===== src/rtl/rs_pkg.sv =====
package rs_pkg;
    // mode_sel encoding
    localparam logic MODE_AUTO = 1'b0;
    localparam logic MODE_EXT  = 1'b1;

    // where the row of the pending refresh comes from
    typedef enum logic {
        SRC_COUNTER  = 1'b0,
        SRC_EXTERNAL = 1'b1
    } row_src_e;
endpackage


===== src/rtl/rs_interval_timer.sv =====
module rs_interval_timer #(
    parameter int BASE_CYC = 24
) (
    input  logic clk,
    input  logic rst_n,
    input  logic run,
    input  logic slow_period,
    input  logic cold_slow,
    output logic tick
);
    localparam int CNT_W = $clog2(4 * BASE_CYC + 1);

    typedef struct packed {
        logic [CNT_W-1:0] cnt;
    } tmr_t;

    tmr_t s_d, s_q;
    logic [CNT_W-1:0] limit_m1;

    always_comb begin
        case ({slow_period, cold_slow})
            2'b00:   limit_m1 = CNT_W'(BASE_CYC - 1);
            2'b11:   limit_m1 = CNT_W'(4 * BASE_CYC - 1);
            default: limit_m1 = CNT_W'(2 * BASE_CYC - 1);
        endcase
        // >= so that a shortened limit wraps at once
        tick = run && (s_q.cnt >= limit_m1);
        s_d  = s_q;
        if (!run || tick) begin
            s_d.cnt = '0;
        end else begin
            s_d.cnt = s_q.cnt + 1'b1;
        end
    end

    always_ff @(posedge clk) begin
        if (!rst_n) begin
            s_q <= '0;
        end else begin
            s_q <= s_d;
        end
    end


    tick_spacing_chk: assert property (@(posedge clk) disable iff (!rst_n)
        tick |=> !tick);
endmodule


===== src/rtl/rs_row_cycle.sv =====
module rs_row_cycle #(
    parameter int T_RC = 5
) (
    input  logic clk,
    input  logic rst_n,
    input  logic start,
    output logic busy,
    output logic done
);
    localparam int RC_W = $clog2(T_RC + 1);

    typedef struct packed {
        logic [RC_W-1:0] left;
    } rc_t;

    rc_t s_d, s_q;

    always_comb begin
        busy = (s_q.left != '0);
        done = (s_q.left == RC_W'(1));
        s_d  = s_q;
        if (start) begin
            s_d.left = RC_W'(T_RC);
        end else if (busy) begin
            s_d.left = s_q.left - 1'b1;
        end
    end

    always_ff @(posedge clk) begin
        if (!rst_n) begin
            s_q <= '0;
        end else begin
            s_q <= s_d;
        end
    end


    rc_no_restart_chk: assert property (@(posedge clk) disable iff (!rst_n)
        busy |-> !start);

    rc_start_busy_chk: assert property (@(posedge clk) disable iff (!rst_n)
        start |=> busy);
endmodule


===== src/rtl/rs_row_counter.sv =====
module rs_row_counter #(
    parameter int NUM_ROWS = 8,
    parameter int ROW_W    = 3
) (
    input  logic             clk,
    input  logic             rst_n,
    input  logic             advance,
    output logic [ROW_W-1:0] row,
    output logic             sweep
);
    localparam logic [ROW_W-1:0] LAST = ROW_W'(NUM_ROWS - 1);

    typedef struct packed {
        logic [ROW_W-1:0] row;
        logic             sweep;
    } rc_t;

    rc_t s_d, s_q;
    logic [ROW_W-1:0] nxt_row;

    generate
        if ((1 << ROW_W) == NUM_ROWS) begin : g_pow2
            assign nxt_row = s_q.row + 1'b1;
        end else begin : g_cmp
            assign nxt_row = (s_q.row == LAST) ? '0 : s_q.row + 1'b1;
        end
    endgenerate

    always_comb begin
        s_d       = s_q;
        s_d.sweep = advance && (s_q.row == LAST);
        if (advance) begin
            s_d.row = nxt_row;
        end
    end

    always_ff @(posedge clk) begin
        if (!rst_n) begin
            s_q <= '0;
        end else begin
            s_q <= s_d;
        end
    end

    assign row   = s_q.row;
    assign sweep = s_q.sweep;


    sweep_zero_chk: assert property (@(posedge clk) disable iff (!rst_n)
        sweep |-> (row == '0));

    row_step_chk: assert property (@(posedge clk) disable iff (!rst_n)
        (advance && (row != LAST)) |=> (row == $past(row) + 1'b1));
endmodule


===== src/rtl/dram_refresh_sched.sv =====
module dram_refresh_sched
    import rs_pkg::*;
#(
    parameter  int NUM_ROWS          = 8,
    parameter  int REFRESH_CYC_SHORT = 192,
    parameter  int T_RC              = 5,
    parameter  int OWE_MAX           = 3,
    localparam int ROW_W             = (NUM_ROWS > 1) ? $clog2(NUM_ROWS) : 1,
    localparam int OWE_W             = $clog2(OWE_MAX + 1)
) (
    input  logic             clk,
    input  logic             rst_n,
    input  logic             mode_sel,
    input  logic             ext_cmd,
    input  logic [ROW_W-1:0] ext_row,
    input  logic             period_long,
    input  logic             temp_cold,
    input  logic             sr_enter,
    input  logic             sr_exit,
    input  logic             ref_gnt,
    output logic             ref_req,
    output logic [ROW_W-1:0] ref_row,
    output logic             row_busy,
    output logic             self_active,
    output logic             sweep_pulse,
    output logic [OWE_W-1:0] owed_cnt,
    output logic             owed_ovf
);
    localparam int BASE_CYC = REFRESH_CYC_SHORT / NUM_ROWS;

    typedef struct packed {
        logic             req;
        row_src_e         src;
        logic [ROW_W-1:0] ext_row;
        logic [OWE_W-1:0] owe;
        logic             ovf;
        logic             self_mode;
        logic             act_counter;
    } ctl_t;

    ctl_t s_d, s_q;

    logic             tick, busy, done;
    logic             grant, entering, auto_run, self_start, owe_more, start_rc;
    logic             tmr_run, tmr_cold;
    logic [ROW_W-1:0] cnt_row;
    logic             cnt_sweep;

    always_comb begin
        s_d        = s_q;
        grant      = s_q.req && ref_gnt && !s_q.self_mode;
        entering   = sr_enter && !s_q.self_mode && !s_q.req && !busy;
        auto_run   = !s_q.self_mode && (mode_sel == MODE_AUTO);
        self_start = 1'b0;
        owe_more   = 1'b0;

        if (grant) begin
            s_d.req = 1'b0;
        end

        if (s_q.self_mode) begin
            if (tick) begin
                if (busy) begin
                    owe_more = 1'b1;
                end else begin
                    self_start = 1'b1;
                end
            end else if (!busy && (s_q.owe != '0)) begin
                self_start = 1'b1;
                s_d.owe    = s_q.owe - 1'b1;
            end
            if (sr_exit) begin
                s_d.self_mode = 1'b0;
            end
        end else begin
            if (auto_run && tick) begin
                if (s_q.req || busy || entering) begin
                    owe_more = 1'b1;
                end else begin
                    s_d.req = 1'b1;
                    s_d.src = SRC_COUNTER;
                end
            end else if (auto_run && !s_q.req && !busy && !entering
                         && (s_q.owe != '0)) begin
                s_d.req = 1'b1;
                s_d.src = SRC_COUNTER;
                s_d.owe = s_q.owe - 1'b1;
            end
            if (!auto_run && ext_cmd && !s_q.req && !busy && !entering) begin
                s_d.req     = 1'b1;
                s_d.src     = SRC_EXTERNAL;
                s_d.ext_row = ext_row;
            end
            if (entering) begin
                s_d.self_mode = 1'b1;
            end
        end

        if (owe_more) begin
            if (s_q.owe == OWE_W'(OWE_MAX)) begin
                s_d.ovf = 1'b1;
            end else begin
                s_d.owe = s_q.owe + 1'b1;
            end
        end

        start_rc = grant || self_start;
        if (self_start) begin
            s_d.act_counter = 1'b1;
        end else if (grant) begin
            s_d.act_counter = (s_q.src == SRC_COUNTER);
        end

        tmr_run  = s_q.self_mode || auto_run;
        tmr_cold = s_q.self_mode && temp_cold;
    end

    always_ff @(posedge clk) begin
        if (!rst_n) begin
            s_q <= '0;
        end else begin
            s_q <= s_d;
        end
    end

    rs_interval_timer #(
        .BASE_CYC   (BASE_CYC)
    ) u_timer (
        .clk        (clk),
        .rst_n      (rst_n),
        .run        (tmr_run),
        .slow_period(period_long),
        .cold_slow  (tmr_cold),
        .tick       (tick)
    );

    rs_row_cycle #(
        .T_RC (T_RC)
    ) u_rowcyc (
        .clk  (clk),
        .rst_n(rst_n),
        .start(start_rc),
        .busy (busy),
        .done (done)
    );

    rs_row_counter #(
        .NUM_ROWS(NUM_ROWS),
        .ROW_W   (ROW_W)
    ) u_rowcnt (
        .clk     (clk),
        .rst_n   (rst_n),
        .advance (done && s_q.act_counter),
        .row     (cnt_row),
        .sweep   (cnt_sweep)
    );

    assign ref_req     = s_q.req;
    assign ref_row     = (s_q.src == SRC_EXTERNAL && !s_q.self_mode) ? s_q.ext_row : cnt_row;
    assign row_busy    = busy;
    assign self_active = s_q.self_mode;
    assign sweep_pulse = cnt_sweep;
    assign owed_cnt    = s_q.owe;
    assign owed_ovf    = s_q.ovf;


    req_hold_chk: assert property (@(posedge clk) disable iff (!rst_n)
        (ref_req && !ref_gnt) |=> ref_req);

    req_drop_chk: assert property (@(posedge clk) disable iff (!rst_n)
        (ref_req && ref_gnt) |=> !ref_req);

    grant_busy_chk: assert property (@(posedge clk) disable iff (!rst_n)
        (ref_req && ref_gnt) |=> row_busy);

    self_no_req_chk: assert property (@(posedge clk) disable iff (!rst_n)
        self_active |-> !ref_req);

    ovf_sticky_chk: assert property (@(posedge clk) disable iff (!rst_n)
        owed_ovf |=> owed_ovf);

    owe_step_chk: assert property (@(posedge clk) disable iff (!rst_n)
        (owed_cnt != $past(owed_cnt)) |->
        ((owed_cnt == $past(owed_cnt) + 1'b1) || (owed_cnt == $past(owed_cnt) - 1'b1)));

    self_hold_chk: assert property (@(posedge clk) disable iff (!rst_n)
        (self_active && !sr_exit) |=> self_active);

    self_exit_chk: assert property (@(posedge clk) disable iff (!rst_n)
        (self_active && sr_exit) |=> !self_active);
endmodule


===== config.mk =====
export PLATFORM = sky130hd
export DESIGN_NAME = dram_refresh_sched
export DESIGN_NICKNAME = d
export VERILOG_FILES = /design/src/rtl/rs_pkg.sv /design/src/rtl/rs_interval_timer.sv /design/src/rtl/rs_row_cycle.sv /design/src/rtl/rs_row_counter.sv /design/src/rtl/dram_refresh_sched.sv
export SDC_FILE = /design/constraint.sdc
export NUM_CORES = 1
export LEC_CHECK = 0
export BUFFER_PORTS_ARGS = -buffer_cell sky130_fd_sc_hd__buf_4
export CORE_UTILIZATION = 35
export DETAILED_ROUTE_END_ITERATION = 10
export GPL_ROUTABILITY_DRIVEN = 1
export PLACE_DENSITY_LB_ADDON = 0.12
export SYNTH_ARGS = -nofsm -noshare
export SYNTH_HDL_FRONTEND = slang
export SYNTH_HIERARCHICAL = 1
export SYNTH_SLANG_ARGS = --single-unit
export TNS_END_PERCENT = 100

===== constraint.sdc =====
create_clock -name clk -period 2.5 [get_ports clk]
set_clock_uncertainty 0.1 [all_clocks]
set_input_delay 0.5 -clock clk [delete_from_list [all_inputs] [get_ports clk]]
set_output_delay 0.5 -clock clk [all_outputs]
set_load 0.01 [all_outputs]

==> flow_summary.rst, run 1 <==
.. list-table::
   :header-rows: 1

   * - Metric
     - Value
   * - Status
     - finished, final reports clean
   * - Kind of start point of the critical path
     - register
   * - Worst Path Class, Setup
     - register to register
   * - Share of the core filled with cells in the final layout
     - 0.487
   * - Via Count
     - 1,111
   * - RSZ-0062 raised after global routing
     - true
   * - Placer's final routability congestion estimate
     - 0.773
   * - Number of nets in the layout
     - 202
   * - Number of cells in the finished layout apart from fillers
     - 223
   * - Net Count, Synth
     - 174
   * - Relative max-transition margin
     - 0.554
   * - Total CTS buffers
     - 3
   * - Register-to-register setup slack
     - 0.06 ns
   * - Largest buffer count on any clock path
     - 2
   * - Overall routing resource usage
     - 0.151
   * - CTS tree
     - built
   * - Synth Flop Type
     - sky130_fd_sc_hd__dfxtp_1
   * - Number of instances in the placed design
     - 218
   * - Static Leak
     - 0.743 nW
   * - Total detailed-routing wirelength
     - 2.89 mm
   * - Initial core utilization
     - 0.373
   * - Antenna-violating nets left
     - 0
   * - Max cap viols
     - 0
   * - Number of placed I/O pins
     - 22
   * - Maximum clock frequency
     - 0.411 GHz
   * - Cell Rows
     - 22
   * - Critical Path Sink Type
     - register
   * - Average routed wire per standard cell
     - 13.0 µm
   * - Depth of the CTS H-tree
     - 1
   * - Die width
     - 65.2 µm
   * - Drt pass-1 iters
     - 4
   * - Min cycle time layout
     - 2.44 ns
   * - CTS clk-pin slew, worst paths
     - 0.08 ns
   * - Worst flop-to-flop path endpoint
     - owed_cnt[1]
   * - Diode insertion count for antenna repair
     - 0
   * - Sequential area share after synthesis
     - 0.344
   * - Die area
     - 4250 µm²
   * - Final slew viol count
     - 0
   * - Antenna violations before repair
     - 0
   * - Setup total negative slack
     - 0 ns
   * - Worst-case vdd ir drop
     - 0.277 mV
   * - Vias per inst
     - 4.98
   * - Fill cell total of the finished layout
     - 361
   * - Mapped Cells
     - 148
   * - Average size of a mapped cell
     - 9.43 µm²
   * - Iter 0 DRT Violations
     - 47
   * - Highest net fanout along the worst path
     - 4
   * - Logic depth of the worst register-to-register path
     - 11
   * - Tcrit/Tclk final
     - 0.974
   * - Worst hold path cell count
     - 2
   * - Layout area overhead
     - 30.6%
   * - Worst hold path endpoint
     - owed_ovf
   * - Cell accounting for the most synthesized area
     - sky130_fd_sc_hd__dfxtp_1
   * - Flip-flop and latch count after synthesis
     - 24
   * - Number of distinct standard cells referenced by the synthesized netlist
     - 47
   * - Die Height
     - 65.2 µm
   * - Post-synth top area share
     - 0.344
   * - Residual DRC
     - 0
   * - Startpoint of the worst-slack reg-to-reg timing path
     - self_active
   * - Number of enable-type register cells in the synthesized netlist
     - 0
   * - Arrival time of the worst setup path
     - 2.52 ns
   * - Total core area
     - 3740 µm²
   * - Number of buffers inserted for hold repair after clock tree synthesis
     - 0
   * - Worst-margin pin slew
     - 0.668 ns
   * - Overall overflow remaining after global route
     - 0
   * - Yosys synthesis warning count
     - 6
   * - Wire length of the first global-routing pass
     - 5.00 mm
   * - # setup viols final
     - 0
   * - Min-Delay Path Class
     - register to register
   * - Root buffer selected by CTS
     - sky130_fd_sc_hd__clkbuf_8
   * - Fraction of layout instances using a drive strength above 1
     - 0.326
   * - Largest net degree at the start of global routing
     - 15
   * - Vias in the first global route
     - 1,132
   * - Biggest area contributors in the synthesized netlist
     - sky130_fd_sc_hd__dfxtp_1 34%, sky130_fd_sc_hd__ha_1 13%, sky130_fd_sc_hd__inv_1 3.8%
   * - CP required
     - 2.58 ns
   * - Skew-Pair Late Insertion Delay
     - 0.26 ns
   * - Pwr dens
     - 738 nW/µm²
   * - Total count of hold-check failures in the final report
     - 0
   * - Startpoint of the worst hold path
     - owed_ovf
   * - Netlist area before placement
     - 1400 µm²
   * - Synth async-reset ratio
     - 0
   * - Detailed Place HPWL
     - 2.21 mm
   * - Quantity of I/O buffers inserted on ports
     - 21
   * - Number of sinks handled by clock tree synthesis
     - 24
## flip-flops by register name, summed over array words and instances, names as in the netlist
signal,count
owed_cnt,2
owed_ovf,1
ref_req,1
s_q,5
self_active,1
u_rowcnt/row,3
u_rowcnt/sweep,1
u_rowcyc/s_q,3
u_timer/s_q,7
## where the power goes
group	internal, mW	switching, mW	leakage, nW
combinational	0.250	0.271	0.512
clock	0.214	0.124	0.0357
sequential	0.433	0.0538	0.195
total	0.897	0.448	0.743
## cells by family after synthesis
| family | Yosys count | share of synthesized area |
|---|---|---|
| AO/OA/AOI/OAI | 29 | 0.172 |
| XOR/XNOR | 4 | 0.0251 |
| adder cells (fa/ha/maj) | 14 | 0.125 |
| buffers and inverters | 20 | 0.0654 |
| flip-flops | 24 | 0.344 |
| multiplexers | 8 | 0.0600 |
| AND/OR/NAND/NOR | 49 | 0.208 |
## area by class of cell
| type | count | area, µm² | area share |
|---|---|---|---|
| clock inverter | 1 | 30.0 | 0.0165 |
| timing repair buffer | 27 | 210 | 0.115 |
| clock buffer | 3 | 41.3 | 0.0226 |
| tap | 48 | 60.1 | 0.0329 |
| sequential | 24 | 482 | 0.264 |
| inverter | 16 | 62.6 | 0.0343 |
| multi-input combinational | 104 | 938 | 0.514 |
## timing repair
action	CTS	global route
buffers inserted	0	1
pin swaps	0	6
hold endpoints to repair	0	0
endpoints found under the setup margin	1	5
gates resized for setup	1	8
## worst max path at each step
stage / startpoint / to / slack, ns / cells past startpoint
2_1_floorplan: temp_cold / u_rowcyc/s_q[0] / -0.02 / 11
3_3_place_gp: temp_cold / u_rowcyc/s_q[0] / -0.16 / 12
3_5_place_dp: temp_cold / u_rowcyc/s_q[0] / -0.26 / 12
4_1_cts: self_active / u_rowcyc/s_q[0] / 0.01 / 12
5_1_grt: self_active / owed_cnt[1] / -0.07 / 11
6_report: self_active / owed_cnt[1] / 0.06 / 11
## per-stage QoR
step / worst slack (ns) / hold WS [ns] / power [mW] / instance area, µm²
after floorplan: -0.0249 / 0.353 / 0.869 / 1470
after global placement: -0.155 / 0.338 / 0.981 / 1700
after detailed placement: -0.265 / 0.338 / 0.999 / 1700
after CTS: 0.0111 / 0.359 / 1.34 / 1770
after global routing: -0.0738 / 0.389 / 1.44 / 1820
final: 0.0643 / 0.354 / 1.35 / 1820
## routing by layer
metal / vias up / part of all wire / track usage
li1: 573 / - / -
met1: 513 / 0.51 / 0.203
met2: 21 / 0.44 / 0.236
met3: 4 / 0.040 / 0.0243
met4: 0 / 0.013 / 0.0652
met5: - / 0 / 0
## synthesized netlist by cell type (2+ instances only)
| cell | count |
|---|---|
| sky130_fd_sc_hd__nor2b_1 | 5 |
| sky130_fd_sc_hd__a211oi_1 | 2 |
| sky130_fd_sc_hd__a21oi_1 | 9 |
| sky130_fd_sc_hd__nor2_1 | 8 |
| sky130_fd_sc_hd__buf_4 | 2 |
| sky130_fd_sc_hd__nor3_1 | 7 |
| sky130_fd_sc_hd__xor2_1 | 3 |
| sky130_fd_sc_hd__nand3_1 | 3 |
| sky130_fd_sc_hd__o21ai_0 | 4 |
| sky130_fd_sc_hd__mux2i_1 | 5 |
| sky130_fd_sc_hd__and2_1 | 3 |
| sky130_fd_sc_hd__ha_1 | 14 |
| sky130_fd_sc_hd__nor3b_1 | 3 |
| sky130_fd_sc_hd__nand2b_1 | 3 |
| sky130_fd_sc_hd__dfxtp_1 | 24 |
| sky130_fd_sc_hd__or3_1 | 2 |
| sky130_fd_sc_hd__nand2_1 | 5 |
| sky130_fd_sc_hd__mux2_1 | 3 |
| sky130_fd_sc_hd__o2111ai_1 | 2 |
| sky130_fd_sc_hd__inv_1 | 14 |
## critical path, cell delays in order (launching register included)
cell,delay [ns]
sky130_fd_sc_hd__dfxtp_2,0.34
sky130_fd_sc_hd__and2_4,0.16
sky130_fd_sc_hd__inv_4,0.04
sky130_fd_sc_hd__ha_4,0.24
sky130_fd_sc_hd__ha_4,0.29
sky130_fd_sc_hd__nand3_4,0.08
sky130_fd_sc_hd__nor3_4,0.18
sky130_fd_sc_hd__o21a_1,0.24
sky130_fd_sc_hd__buf_6,0.13
sky130_fd_sc_hd__o2111ai_4,0.13
sky130_fd_sc_hd__a21boi_2,0.19
sky130_fd_sc_hd__a221oi_2,0.23
## layout by cell type (no fill, tap or decap), drive strengths merged, types with 5 or more instances in the layout
| cell | Yosys | routed |
|---|---|---|
| buf | 4 | 27 |
| nor2 | 8 | 8 |
| dfxtp | 24 | 24 |
| inv | 15 | 15 |
| mux2i | 5 | 5 |
| nor3 | 8 | 8 |
| a21oi | 9 | 9 |
| nand2 | 5 | 5 |
| nor2b | 5 | 5 |
| o21ai | 5 | 5 |
| ha | 14 | 14 |
(Power assumes the default switching activity.)
==> run 2, diff against run 1 <==
==> constraint.sdc (replaced) <==
create_clock -name clk -period 2.5 [get_ports clk]
set_clock_uncertainty 0.1 [all_clocks]
set_input_delay 0.25 -clock clk [delete_from_list [all_inputs] [get_ports clk]]
set_output_delay 0.25 -clock clk [all_outputs]
set_load 0.01 [all_outputs]
==> run 2 against run 1 <==
  * Via count shrank 0.72%
  * Setup slack better by 0.028 ns
  * Cell area increased by 0.75%
  * Sequential share of layout area is 0.20 points lower
  * Combinational power grew 2%
  * Non-clock buffer count is 2 higher
  * Clock-buffer cell count stayed put
  * Clock power is essentially flat
  * Critical path type unchanged
  * Largest power group unchanged
==> flow_summary.rst, run 2 (same netlist as run 1, synthesis figures left out) <==
.. list-table::
   :header-rows: 1

   * - Metric
     - Value
   * - Delay-heaviest family, CP
     - compound AO/OA/AOI/OAI gates
   * - Relative max-transition margin
     - 0.569
   * - Seq. cell area
     - 482 µm²
   * - Die Height
     - 65.2 µm
   * - CTS tree
     - built
   * - Largest buffer count on any clock path
     - 2
   * - Placer's final routability congestion estimate
     - 0.711
   * - Static Leak
     - 0.761 nW
   * - Fill cell total of the finished layout
     - 366
   * - Overall overflow remaining after global route
     - 0
   * - Final instance area
     - 1840 µm²
   * - Antenna violations before repair
     - 0
   * - RSZ-0062 raised after global routing
     - true
   * - # setup viols final
     - 0
   * - Layout area overhead
     - 31.6%
   * - Worst-margin pin slew
     - 0.645 ns
   * - Worst flop-to-flop path endpoint
     - owed_cnt[1]
   * - Iter 0 DRT Violations
     - 35
   * - Quantity of I/O buffers inserted on ports
     - 21
   * - Largest net degree at the start of global routing
     - 15
   * - Depth of the CTS H-tree
     - 1
   * - Total count of hold-check failures in the final report
     - 0
   * - Detailed Place HPWL
     - 2.17 mm
   * - Number of nets in the layout
     - 204
   * - Residual DRC
     - 0
   * - Worst hold path cell count
     - 3
   * - Total detailed-routing wirelength
     - 2.82 mm
   * - CP required
     - 2.58 ns
   * - Skew-Pair Late Insertion Delay
     - 0.26 ns
   * - Largest registers
     - u_timer/s_q: 7 flops, s_q: 5 flops
   * - CTS clk-pin slew, worst paths
     - 0.08 ns
   * - Total CTS buffers
     - 3
   * - Startpoint of the worst hold path
     - ext_row[1]
   * - Number of placed I/O pins
     - 22
   * - Tcrit/Tclk final
     - 0.963
   * - PnR worst setup slack
     - 0.0923 ns
   * - Maximum clock frequency
     - 0.415 GHz
   * - Min-Delay Path Class
     - primary input to register
   * - Pwr dens
     - 739 nW/µm²
   * - Root buffer selected by CTS
     - sky130_fd_sc_hd__clkbuf_8
   * - Antenna-violating nets left
     - 0
   * - Arrival time of the worst setup path
     - 2.49 ns
   * - Total placed instance area
     - 1680 µm²
   * - Initial core utilization
     - 0.373
   * - Logic depth of the worst register-to-register path
     - 12
   * - Number of instances in the placed design
     - 217
   * - Total core area
     - 3740 µm²
   * - Drt pass-1 iters
     - 4
   * - Diode insertion count for antenna repair
     - 0
   * - Worst hold path endpoint
     - s_q[6]
   * - Highest net fanout along the worst path
     - 4
   * - Via Count
     - 1,103
   * - Kind of start point of the critical path
     - register
   * - Most common cell after layout, fill and taps aside
     - sky130_fd_sc_hd__buf_4
   * - Cell Rows
     - 22
   * - Vias per inst
     - 4.90
   * - Max cap viols
     - 0
   * - Final total power
     - 1.36 mW
   * - Vias in the first global route
     - 1,082
   * - Register-to-register setup slack
     - 0.09 ns
   * - Worst Path Class, Setup
     - register to register
   * - Min cycle time layout
     - 2.41 ns
   * - Worst-case vdd ir drop
     - 0.252 mV
   * - Number of cells in the finished layout apart from fillers
     - 225
   * - Ordered cell list for the critical path
     - and2_4, inv_2, ha_4, inv_2, ha_4, nand2_4, nor3_4, o21a_1, buf_6, o2111ai_4, a21boi_4, a221oi_2
   * - Final slew viol count
     - 0
   * - Commonest non-fill, non-tap cells in the layout
     - 27 x sky130_fd_sc_hd__buf_4, 23 x sky130_fd_sc_hd__dfxtp_1, 12 x sky130_fd_sc_hd__inv_1
   * - Overall routing resource usage
     - 0.143
   * - Crit path max-delay cell type
     - sky130_fd_sc_hd__dfxtp_2
   * - Setup total negative slack
     - 0 ns
   * - Status
     - finished, final reports clean
   * - Largest Register
     - u_timer/s_q
   * - Critical Path Sink Type
     - register
   * - Pre-CTS setup slack
     - 0.0298 ns
   * - Footprint of the multi-input gates
     - 940 µm²
   * - Buf+Inv Stages, Crit Path
     - 3
   * - Fraction of layout instances using a drive strength above 1
     - 0.333
   * - Number of sinks handled by clock tree synthesis
     - 24
   * - Startpoint of the worst-slack reg-to-reg timing path
     - self_active
   * - Number of flip-flops under the largest register name
     - 7
   * - Wire length of the first global-routing pass
     - 4.66 mm
   * - Die area
     - 4250 µm²
   * - Stage delay of the slowest cell on the critical path
     - 0.34 ns
   * - Average routed wire per standard cell
     - 12.5 µm
   * - Die width
     - 65.2 µm
[run 2: worst min-delay path, stage by stage]
cell and delay (ns):
sky130_fd_sc_hd__buf_4 0.08, sky130_fd_sc_hd__mux2i_1 0.05, sky130_fd_sc_hd__nor2_1 0.07
[run 2: stage by stage]
stage / hold WS (ns) / utilization
detailed placement: 0.345 / 0.449
floorplan: 0.272 / -
global route: 0.130 / 0.491
CTS: 0.119 / 0.468
finish: 0.126 / 0.491
global placement: 0.338 / 0.449
[run 2: how the worst max path moves through the flow]
stage / to / slack (ns) / cells after the start / start
6_report: owed_cnt[1] / 0.09 / 12 / self_active
5_1_grt: owed_cnt[1] / -0.05 / 12 / self_active
4_1_cts: u_rowcyc/s_q[0] / 0.04 / 11 / self_active
3_5_place_dp: u_rowcyc/s_q[0] / 0.03 / 12 / temp_cold
3_3_place_gp: u_rowcyc/s_q[0] / 0.1 / 12 / temp_cold
2_1_floorplan: owed_cnt[1] / -0.004 / 11 / self_active
[run 2: cell type report]
| cell class | instances | area share |
|---|---|---|
| Inverter | 16 | 0.0327 |
| Multi-Input combinational cell | 104 | 0.511 |
| Clock buffer | 3 | 0.0225 |
| Sequential cell | 24 | 0.262 |
| Clock inverter | 1 | 0.0163 |
| Tap cell | 48 | 0.0327 |
| Timing Repair Buffer | 29 | 0.123 |
[run 2: power breakdown]
part | internal [mW] | total (mW) | switching, mW
Sequential | 0.433 | 0.491 | 0.0582
Combinational | 0.263 | 0.531 | 0.268
Clock | 0.214 | 0.336 | 0.122
[run 2: repair_timing]
item,4_1_cts,5_1_grt
resized for setup,0,10
buffers inserted,0,4
hold buffers,0,0
endpoints found under the setup margin,0,3
[run 2: routing by layer]
layer  vias up  global-route usage  wire length (µm)
li1        578                   -                 -
met1       520               0.156              1260
met2         3               0.268              1510
met3         2              0.0208                29
met4         0              0.0652                23
met5         -                   0                 0
